$ cat config.mk
export PLATFORM = sky130hd
export DESIGN_NAME = irq_dispatch_ctrl
export DESIGN_NICKNAME = d
export VERILOG_FILES = /design/src/rtl/irq_pkg.sv /design/src/rtl/irq_flag_bank.sv /design/src/rtl/irq_arbiter.sv /design/src/rtl/irq_sequencer.sv /design/src/rtl/irq_dispatch_ctrl.sv
export SDC_FILE = /design/constraint.sdc
export NUM_CORES = 1
export LEC_CHECK = 0
export BUFFER_PORTS_ARGS = -buffer_cell sky130_fd_sc_hd__buf_2
export CAP_MARGIN = 20
export CORE_MARGIN = 3
export CORE_UTILIZATION = 51
export DETAILED_ROUTE_END_ITERATION = 16
export PLACE_DENSITY_LB_ADDON = 0.1
export RECOVER_POWER = 25
export SYNTH_ARGS = -nofsm -noshare
export SYNTH_HDL_FRONTEND = slang
export SYNTH_SLANG_ARGS = --single-unit
$ cat constraint.sdc
create_clock -name clk -period 2.5 [get_ports clk]
set_input_delay 0.375 -clock clk [delete_from_list [all_inputs] [get_ports clk]]
set_output_delay 0.375 -clock clk [all_outputs]
set_load 0.01 [all_outputs]
$ cat src/rtl/irq_pkg.sv
package irq_pkg;
  typedef enum logic [1:0] {
    SQ_IDLE    = 2'd0,
    SQ_PUSH_HI = 2'd1,
    SQ_PUSH_LO = 2'd2,
    SQ_JUMP    = 2'd3
  } seq_state_t;
endpackage

$ cat src/rtl/irq_flag_bank.sv
module irq_flag_bank #(
  parameter int NSRC = 5,
  parameter int DW   = 8
) (
  input  logic            clk,
  input  logic            rst_n,
  input  logic            reg_we,
  input  logic            reg_sel,
  input  logic [DW-1:0]   reg_wdata,
  input  logic [NSRC-1:0] hw_req,
  input  logic [NSRC-1:0] clr_mask,
  output logic [NSRC-1:0] pend,
  output logic [NSRC-1:0] en,
  output logic [DW-1:0]   reg_rdata
);
  logic [NSRC-1:0] pend_nx;

  // software write, then service clear, then hardware set (hardware wins)
  always_comb begin
    pend_nx = pend;
    if (reg_we && !reg_sel) pend_nx = reg_wdata[NSRC-1:0];
    pend_nx = pend_nx & ~clr_mask;
    pend_nx = pend_nx | hw_req;
  end

  always_ff @(posedge clk) begin
    if (!rst_n) begin
      pend <= '0;
      en   <= '0;
    end else begin
      pend <= pend_nx;
      if (reg_we && reg_sel) en <= reg_wdata[NSRC-1:0];
    end
  end

  always_comb begin
    reg_rdata = '0;
    reg_rdata[NSRC-1:0] = reg_sel ? en : pend;
  end
endmodule

$ cat src/rtl/irq_arbiter.sv
module irq_arbiter #(
  parameter int NSRC       = 5,
  parameter int AW         = 16,
  parameter int VEC_BASE   = 'h40,
  parameter int VEC_STRIDE = 8
) (
  input  logic [NSRC-1:0] req,
  output logic            any,
  output logic [NSRC-1:0] grant,
  output logic [AW-1:0]   vec
);
  always_comb begin
    grant = '0;
    vec   = '0;
    for (int i = NSRC - 1; i >= 0; i--) begin
      if (req[i]) begin
        grant = '0;
        grant[i] = 1'b1;
        vec = AW'(VEC_BASE + i * VEC_STRIDE);
      end
    end
    any = |req;
  end
endmodule

$ cat src/rtl/irq_sequencer.sv
module irq_sequencer
  import irq_pkg::*;
#(
  parameter int NSRC = 5,
  parameter int DW   = 8,
  parameter int AW   = 16
) (
  input  logic            clk,
  input  logic            rst_n,
  input  logic            ime_set,
  input  logic            ime_clr,
  input  logic            ret_plain,
  input  logic            ret_en,
  input  logic            want,
  input  logic [NSRC-1:0] grant,
  input  logic [AW-1:0]   vec,
  input  logic [AW-1:0]   ret_addr,
  output logic            disp_valid,
  input  logic            disp_ready,
  output logic [NSRC-1:0] clr_mask,
  output logic            push_valid,
  input  logic            push_ready,
  output logic            push_hi,
  output logic [DW-1:0]   push_data,
  output logic            jump_valid,
  input  logic            jump_ready,
  output logic [AW-1:0]   jump_addr,
  output logic            ime
);
  seq_state_t st;
  logic [AW-1:0] ret_q;
  logic [AW-1:0] vec_q;
  logic accept;

  assign disp_valid = (st == SQ_IDLE) && ime && want;
  assign accept     = disp_valid && disp_ready;
  assign clr_mask   = accept ? grant : '0;

  always_ff @(posedge clk) begin
    if (!rst_n) begin
      ime <= 1'b0;
    end else if (accept) begin
      ime <= 1'b0;
    end else if (ime_clr) begin
      ime <= 1'b0;
    end else if (ime_set || ret_en) begin
      ime <= 1'b1;
    end else if (ret_plain) begin
      ime <= ime;
    end
  end

  always_ff @(posedge clk) begin
    if (!rst_n) begin
      st    <= SQ_IDLE;
      ret_q <= '0;
      vec_q <= '0;
    end else begin
      unique case (st)
        SQ_IDLE: if (accept) begin
          st    <= SQ_PUSH_HI;
          ret_q <= ret_addr;
          vec_q <= vec;
        end
        SQ_PUSH_HI: if (push_ready) st <= SQ_PUSH_LO;
        SQ_PUSH_LO: if (push_ready) st <= SQ_JUMP;
        SQ_JUMP:    if (jump_ready) st <= SQ_IDLE;
        default:    st <= SQ_IDLE;
      endcase
    end
  end

  assign push_valid = (st == SQ_PUSH_HI) || (st == SQ_PUSH_LO);
  assign push_hi    = (st == SQ_PUSH_HI);
  assign push_data  = push_hi ? ret_q[AW-1:AW-DW] : ret_q[DW-1:0];
  assign jump_valid = (st == SQ_JUMP);
  assign jump_addr  = vec_q;
endmodule

$ cat src/rtl/irq_dispatch_ctrl.sv
module irq_dispatch_ctrl #(
  parameter int NSRC       = 5,
  parameter int DW         = 8,
  parameter int AW         = 16,
  parameter int VEC_BASE   = 'h40,
  parameter int VEC_STRIDE = 8
) (
  input  logic            clk,
  input  logic            rst_n,
  input  logic            reg_we,
  input  logic            reg_sel,
  input  logic [DW-1:0]   reg_wdata,
  output logic [DW-1:0]   reg_rdata,
  input  logic [NSRC-1:0] hw_req,
  input  logic            ime_set,
  input  logic            ime_clr,
  input  logic            ret_plain,
  input  logic            ret_en,
  input  logic [AW-1:0]   ret_addr,
  output logic            disp_valid,
  input  logic            disp_ready,
  output logic            push_valid,
  input  logic            push_ready,
  output logic            push_hi,
  output logic [DW-1:0]   push_data,
  output logic            jump_valid,
  input  logic            jump_ready,
  output logic [AW-1:0]   jump_addr,
  output logic            ime,
  output logic            halt_wake
);
  logic [NSRC-1:0] pend, en, clr_mask, grant;
  logic            want;
  logic [AW-1:0]   vec;

  irq_flag_bank #(.NSRC(NSRC), .DW(DW)) u_flags (
    .clk(clk), .rst_n(rst_n), .reg_we(reg_we), .reg_sel(reg_sel),
    .reg_wdata(reg_wdata), .hw_req(hw_req), .clr_mask(clr_mask),
    .pend(pend), .en(en), .reg_rdata(reg_rdata)
  );

  irq_arbiter #(.NSRC(NSRC), .AW(AW), .VEC_BASE(VEC_BASE),
                .VEC_STRIDE(VEC_STRIDE)) u_arb (
    .req(pend & en), .any(want), .grant(grant), .vec(vec)
  );

  irq_sequencer #(.NSRC(NSRC), .DW(DW), .AW(AW)) u_seq (
    .clk(clk), .rst_n(rst_n), .ime_set(ime_set), .ime_clr(ime_clr),
    .ret_plain(ret_plain), .ret_en(ret_en), .want(want), .grant(grant),
    .vec(vec), .ret_addr(ret_addr), .disp_valid(disp_valid),
    .disp_ready(disp_ready), .clr_mask(clr_mask), .push_valid(push_valid),
    .push_ready(push_ready), .push_hi(push_hi), .push_data(push_data),
    .jump_valid(jump_valid), .jump_ready(jump_ready), .jump_addr(jump_addr),
    .ime(ime)
  );

  assign halt_wake = want;
endmodule

Word-level counts from Yosys, hierarchy flattened
Index checks and enable logic that the tools add are counted.

word-level totals
  register bits = 45
  latch bits = 0
  memory bits (writable) = 0
  memory bits (read-only) = 0
  output and inout bits = 38
  memories = 0

cells by class
  add/sub/neg operators = 0
  $mul = 0
  divide/modulo/power cells = 0
  $lt $le $gt $ge = 0
  eq/ne operators = 7
  shifts and indexed selects = 0
  mux-type cells = 19
  bitwise logic cells = 5
  reductions and logical operators = 13

operators by type and width
  cell                                                   number
  two-way mux 5 bit                                      8
  two-way mux 7 bit                                      5
  bitwise AND 5 bit                                      2
  two-way mux 2 bit                                      4
  two-way mux 8 bit                                      1
  one-hot mux 2 bit (4 select lines)                     1
  logical AND 1 bit                                      5
  NOT 5 bit                                              1
  bitwise OR 5 bit                                       1
  OR reduction 5 bit                                     1
  == test 2 bit, second input constant                   2
  inequality test 2 x 1 -> 1 bit, second input constant  2
  inequality test 2 bit, second input constant           2
  AND reduction 4 bit                                    1
  OR reduction 3 bit                                     1
  == test 2 x 1 -> 1 bit, second input constant          1
  zero test 2 bit                                        1
  logical OR 1 bit                                       2
  AND reduction 2 bit                                    1
  zero test 1 bit                                        1
  NOT 1 bit                                              1

Longest topological paths before layout
  depth after elaboration = 10
  mapped depth = 8
  gate-level depth less buffers = 6

By module
Synthesis repeated with hierarchy kept, for this count alone.

unflattened totals
  cells, all modules = 260
  area, all modules = 2402.3 sq um

by module, submodules not included
  module             times used  cells an instance  area each (sq um)
  irq_sequencer      1           174                1675.4
  irq_flag_bank      1           54                 511.7
  irq_arbiter        1           27                 183.9
  irq_dispatch_ctrl  1           5                  31.3

Worst setup path before layout
No wires, ideal clock.

  path type = reg2reg
  start point = register u_seq.st[1]
  end point = register u_seq.st[0]
  setup time = 72 ps
  arrival = 1581 ps
  required time = 2428 ps
  setup slack = 847 ps
  cell stages (with the launch flop) = 8
  path through = dfxtp_1 -> inv_1 -> ha_1 -> buf_2 -> nor2_1 -> o22ai_1 -> a311oi_1 -> mux2i_1

RTL lines
  item                                    line                     text
  from (decl)                             irq_sequencer.sv:30      seq_state_t st;
  from (signal assigned)                  irq_sequencer.sv:55      st <= SQ_IDLE;
  from (signal assigned)                  irq_sequencer.sv:61      st <= SQ_PUSH_HI;
  from (signal assigned)                  irq_sequencer.sv:65      SQ_PUSH_HI: if (push_ready) st <= SQ_PUSH_LO;
  == test 2 x 1 -> 1 bit *                --
  net push_hi                             irq_dispatch_ctrl.sv:24  output logic push_hi,
  inequality test 2 bit (no source line)  --
  AND reduction 4 bit (no source line)    --

The timed path passes the listed nets; every way through them passes the cells marked *.
A chain may end at the register's enable or synchronous reset.

Final worst setup path
  start point = register u_seq.st[1]
  end point = output push_data[3]

between the ends
  cells in the longest elaborated chain, start to end = 2

RTL lines
  item                    line                     text
  == test 2 x 1 -> 1 bit  irq_sequencer.sv:74      assign push_hi = (st == SQ_PUSH_HI);
  two-way mux 8 bit       irq_sequencer.sv:75      assign push_data = push_hi ? ret_q[AW-1:AW-DW] : ret_q[DW-1:0];
  to (decl)               irq_dispatch_ctrl.sv:25  output logic [DW-1:0] push_data,

No other way between the ends.

==> flow_summary.json <==
{
  "busiest_layer": "met2",
  "grt_usage_pct": 18.1,
  "outcome": "completed",
  "worstSkewPairLatency_ns": 0.32,
  "synth_edf_count": 0,
  "fin_skew_ns": 0.00528,
  "routedWlPerCell_microns": 11.9,
  "cts_root_buf": "clkbuf_4",
  "drv_cap": 0,
  "grt_pass1_vias": 1378,
  "vdd_ir_drop_max_mv": 0.366,
  "synthFlopType": "dfxtp_1",
  "dp_hpwl_microns": 2770,
  "synth.top_cell.area_share_pct": 36.8,
  "async_flop_share_pct": 0,
  "finalSetupViolations": 0,
  "hold_viol_final": 0,
  "combPwrFrac_pct": 13.7,
  "tightestPinTransition_ns": 0.513,
  "yosysSeqAreaShare_pct": 36.8,
  "clkSinkCount": 33,
  "avgViaCountPerCell": 5.09,
  "endpoint_kind": "output pin",
  "relSlewSlack_pct": 65.8,
  "clkPwrFrac_pct": 29.9,
  "via_count": 1533,
  "gr-usage-met2_pct": 29.6,
  "drt-total-wl_microns": 3590,
  "required_ns": 2.12,
  "die_y_microns": 65.3,
  "overflow": 0,
  "r2r_slack_ns": 0.62,
  "grt_max_degree": 40,
  "synth-seq-cells": 33,
  "coreArea_sq_um": 3200,
  "met1_usage_pct": 23.0,
  "finalCriticalPeriod_ns": 2.14,
  "r2r_start": "u_seq.st[1]$_SDFFE_PN0P_",
  "drv_slew": 0,
  "fp-row-count": 20,
  "start_util_pct": 56.0,
  "power_switching_mw": 0.251,
  "htree_levels": 2,
  "final_net_count": 302,
  "port_buffers": 58,
  "diodes": 0,
  "cts_resized": 0,
  "dieWidth_microns": 65.3,
  "grtUsageMet3_pct": 6.15,
  "grt_pass1_wl_microns": 5990,
  "cellPowerDensity_nw_per_um2": 474,
  "clk_pin_slew_worst_paths_ns": 0.09,
  "drtIter0Drc": 61,
  "arrival_ns": 1.77,
  "sw_frac_of_total_pct": 25.5,
  "post-route-util_pct": 64.8,
  "ios": 78,
  "synth_top_area_cell": "dfxtp_1",
  "syn_avg_cell_area_sq_um": 8.83,
  "cts_setup_buffers": 0,
  "placed_cells": 294,
  "grt_setup_unrepaired": "no",
  "intPower_mw": 0.732,
  "worstSetupStartpoint": "u_seq.st[1]$_SDFFE_PN0P_",
  "drive_above_1_share_pct": 35.8,
  "firstDrtPassIters": 4,
  "yosys-top-cells-area": "dfxtp_1 (37%), mux2_2 (8.2%), o21ai_2 (7.8%), nand2_1 (6.5%), buf_4 (6.3%)",
  "stdcell_count": 301,
  "rr_endpoint": "u_seq.ret_q[3]$_SDFFE_PN0P_",
  "leakage_nw": 0.934,
  "dieArea_sq_um": 4260,
  "fmax_mhz": 467,
  "ant_nets": 0,
  "rr_worst_depth": 7,
  "syn2layout_area_growth_pct": 15.7,
  "start_kind": "flop",
  "numCtsBuffers": 5,
  "crit_path_max_fanout": 10,
  "netlist_area_sq_um": 1790,
  "clk_path_buf_depth": 2,
  "cp-endpoint": "push_data[3]",
  "period_share_pct": 85.7,
  "drc_errors": 0,
  "cts_tree": "built",
  "ys_types": 33,
  "cts_hold_buf": 0,
  "antenna_found_initial": 0,
  "hold_class": "primary input to flop",
  "gp_congestion": 0.846,
  "p_seq_share_pct": 56.4,
  "synthCells": 203,
  "setup_tns_ns": 0,
  "yosys_warnings": 0,
  "path_class": "flop to output pin"
}
## metrics by stage
step | worst slack, ns | total power [mW] | instance area (sq um) | hold WS (ns)
2_1_floorplan | 0.847 | 0.666 | 1850 | 0.436
3_3_place_gp | 0.652 | 0.701 | 2030 | 0.446
3_5_place_dp | 0.628 | 0.703 | 2030 | 0.450
4_1_cts | 0.331 | 0.996 | 2080 | 0.193
5_1_grt | 0.201 | 1.04 | 2070 | 0.188
6_report | 0.358 | 0.983 | 2070 | 0.205
## critical path, cell delays in order (launching register included)
cell	delay [ns]
dfxtp_1	0.35
inv_1	0.11
ha_1	0.45
mux2_2	0.39
buf_2	0.14
## cell usage in the layout (no fill, tap or decap), drive strengths merged
cell type,n
a21boi,1
a21oi,11
dfxtp,33
and3,2
a22o,2
nor4,2
mux2i,7
o21a,4
mux2,13
inv,3
o31a,1
a311oi,1
conb,15
nand2b,1
nor2,6
o21ai,19
nand2,31
nor3,2
buf,52
ha,5
clkinv,1
nand3,22
o21bai,1
o22ai,2
a31oi,2
and2,3
clkbuf,15
## cells in the mapped netlist (2+ instances only)
master,number
o22ai_1,2
o21ai_0,3
nand2_1,31
buf_4,15
nand3_1,20
inv_1,3
a21oi_1,11
buf_2,2
a31oi_1,2
buf_6,4
nor2_1,6
mux2_2,13
nor3_1,2
and2_1,3
mux2i_1,7
ha_1,5
nand3_2,2
dfxtp_1,33
o21a_1,4
buf_1,2
o21ai_2,16
clkbuf_1,4
and3_1,2
nor4_1,2
## flip-flops by register name, summed over array words and instances, names as in the netlist
name	count
u_seq.st	2
u_seq.ime	1
u_seq.ret_q	16
u_flags.en	5
u_flags.pend	5
u_seq.jump_addr	4
## power by group through the flow
stage               sequential, mW  clock (mW)  combinational (mW)
global placement             0.565           0               0.135
CTS                          0.554       0.305               0.137
detailed placement           0.566           0               0.136
floorplan                    0.564           0               0.102
global route                 0.557       0.331               0.152
finish                       0.554       0.293               0.135
## layer usage
metal  routed length, microns  vias to the layer above
li1                         -                      787
met5                        0                        -
met3                      307                        4
met4                       31                        0
met2                     1670                       56
met1                     1580                      686
## area by class of cell
type | instances | area, sq um
fillers | 326 | 1130
multi-input cells | 153 | 981
flip-flops and latches | 33 | 661
repair buffers | 60 | 308
clock buffers | 7 | 55.1
well taps | 44 | 55.1
inverters | 4 | 15.0
## worst min-delay path by stage
stage,slack (ns),endpoint,cells after the start,start
floorplan,0.44,u_seq.ret_q[10]$_SDFFE_PN0P_,2,u_seq.ret_q[10]$_SDFFE_PN0P_
global placement,0.45,u_seq.ret_q[0]$_SDFFE_PN0P_,2,u_seq.ret_q[0]$_SDFFE_PN0P_
detailed placement,0.45,u_seq.ret_q[9]$_SDFFE_PN0P_,2,u_seq.ret_q[9]$_SDFFE_PN0P_
finish,0.21,u_seq.ime$_SDFFE_PP0P_,2,ime_clr
global route,0.19,u_seq.ime$_SDFFE_PP0P_,2,ime_clr
CTS,0.19,u_seq.ime$_SDFFE_PP0P_,2,ime_clr
## logic make-up after synthesis
group                      share of synthesized area, %
muxes                                              12.1
and+or+nand+nor                                    17.8
other                                             0.209
buffers and inverters                              11.4
AOI/OAI and AO/OA                                  18.1
adders and majority gates                          3.49
DFF                                                36.8
Power figures use the tool's default switching activity.
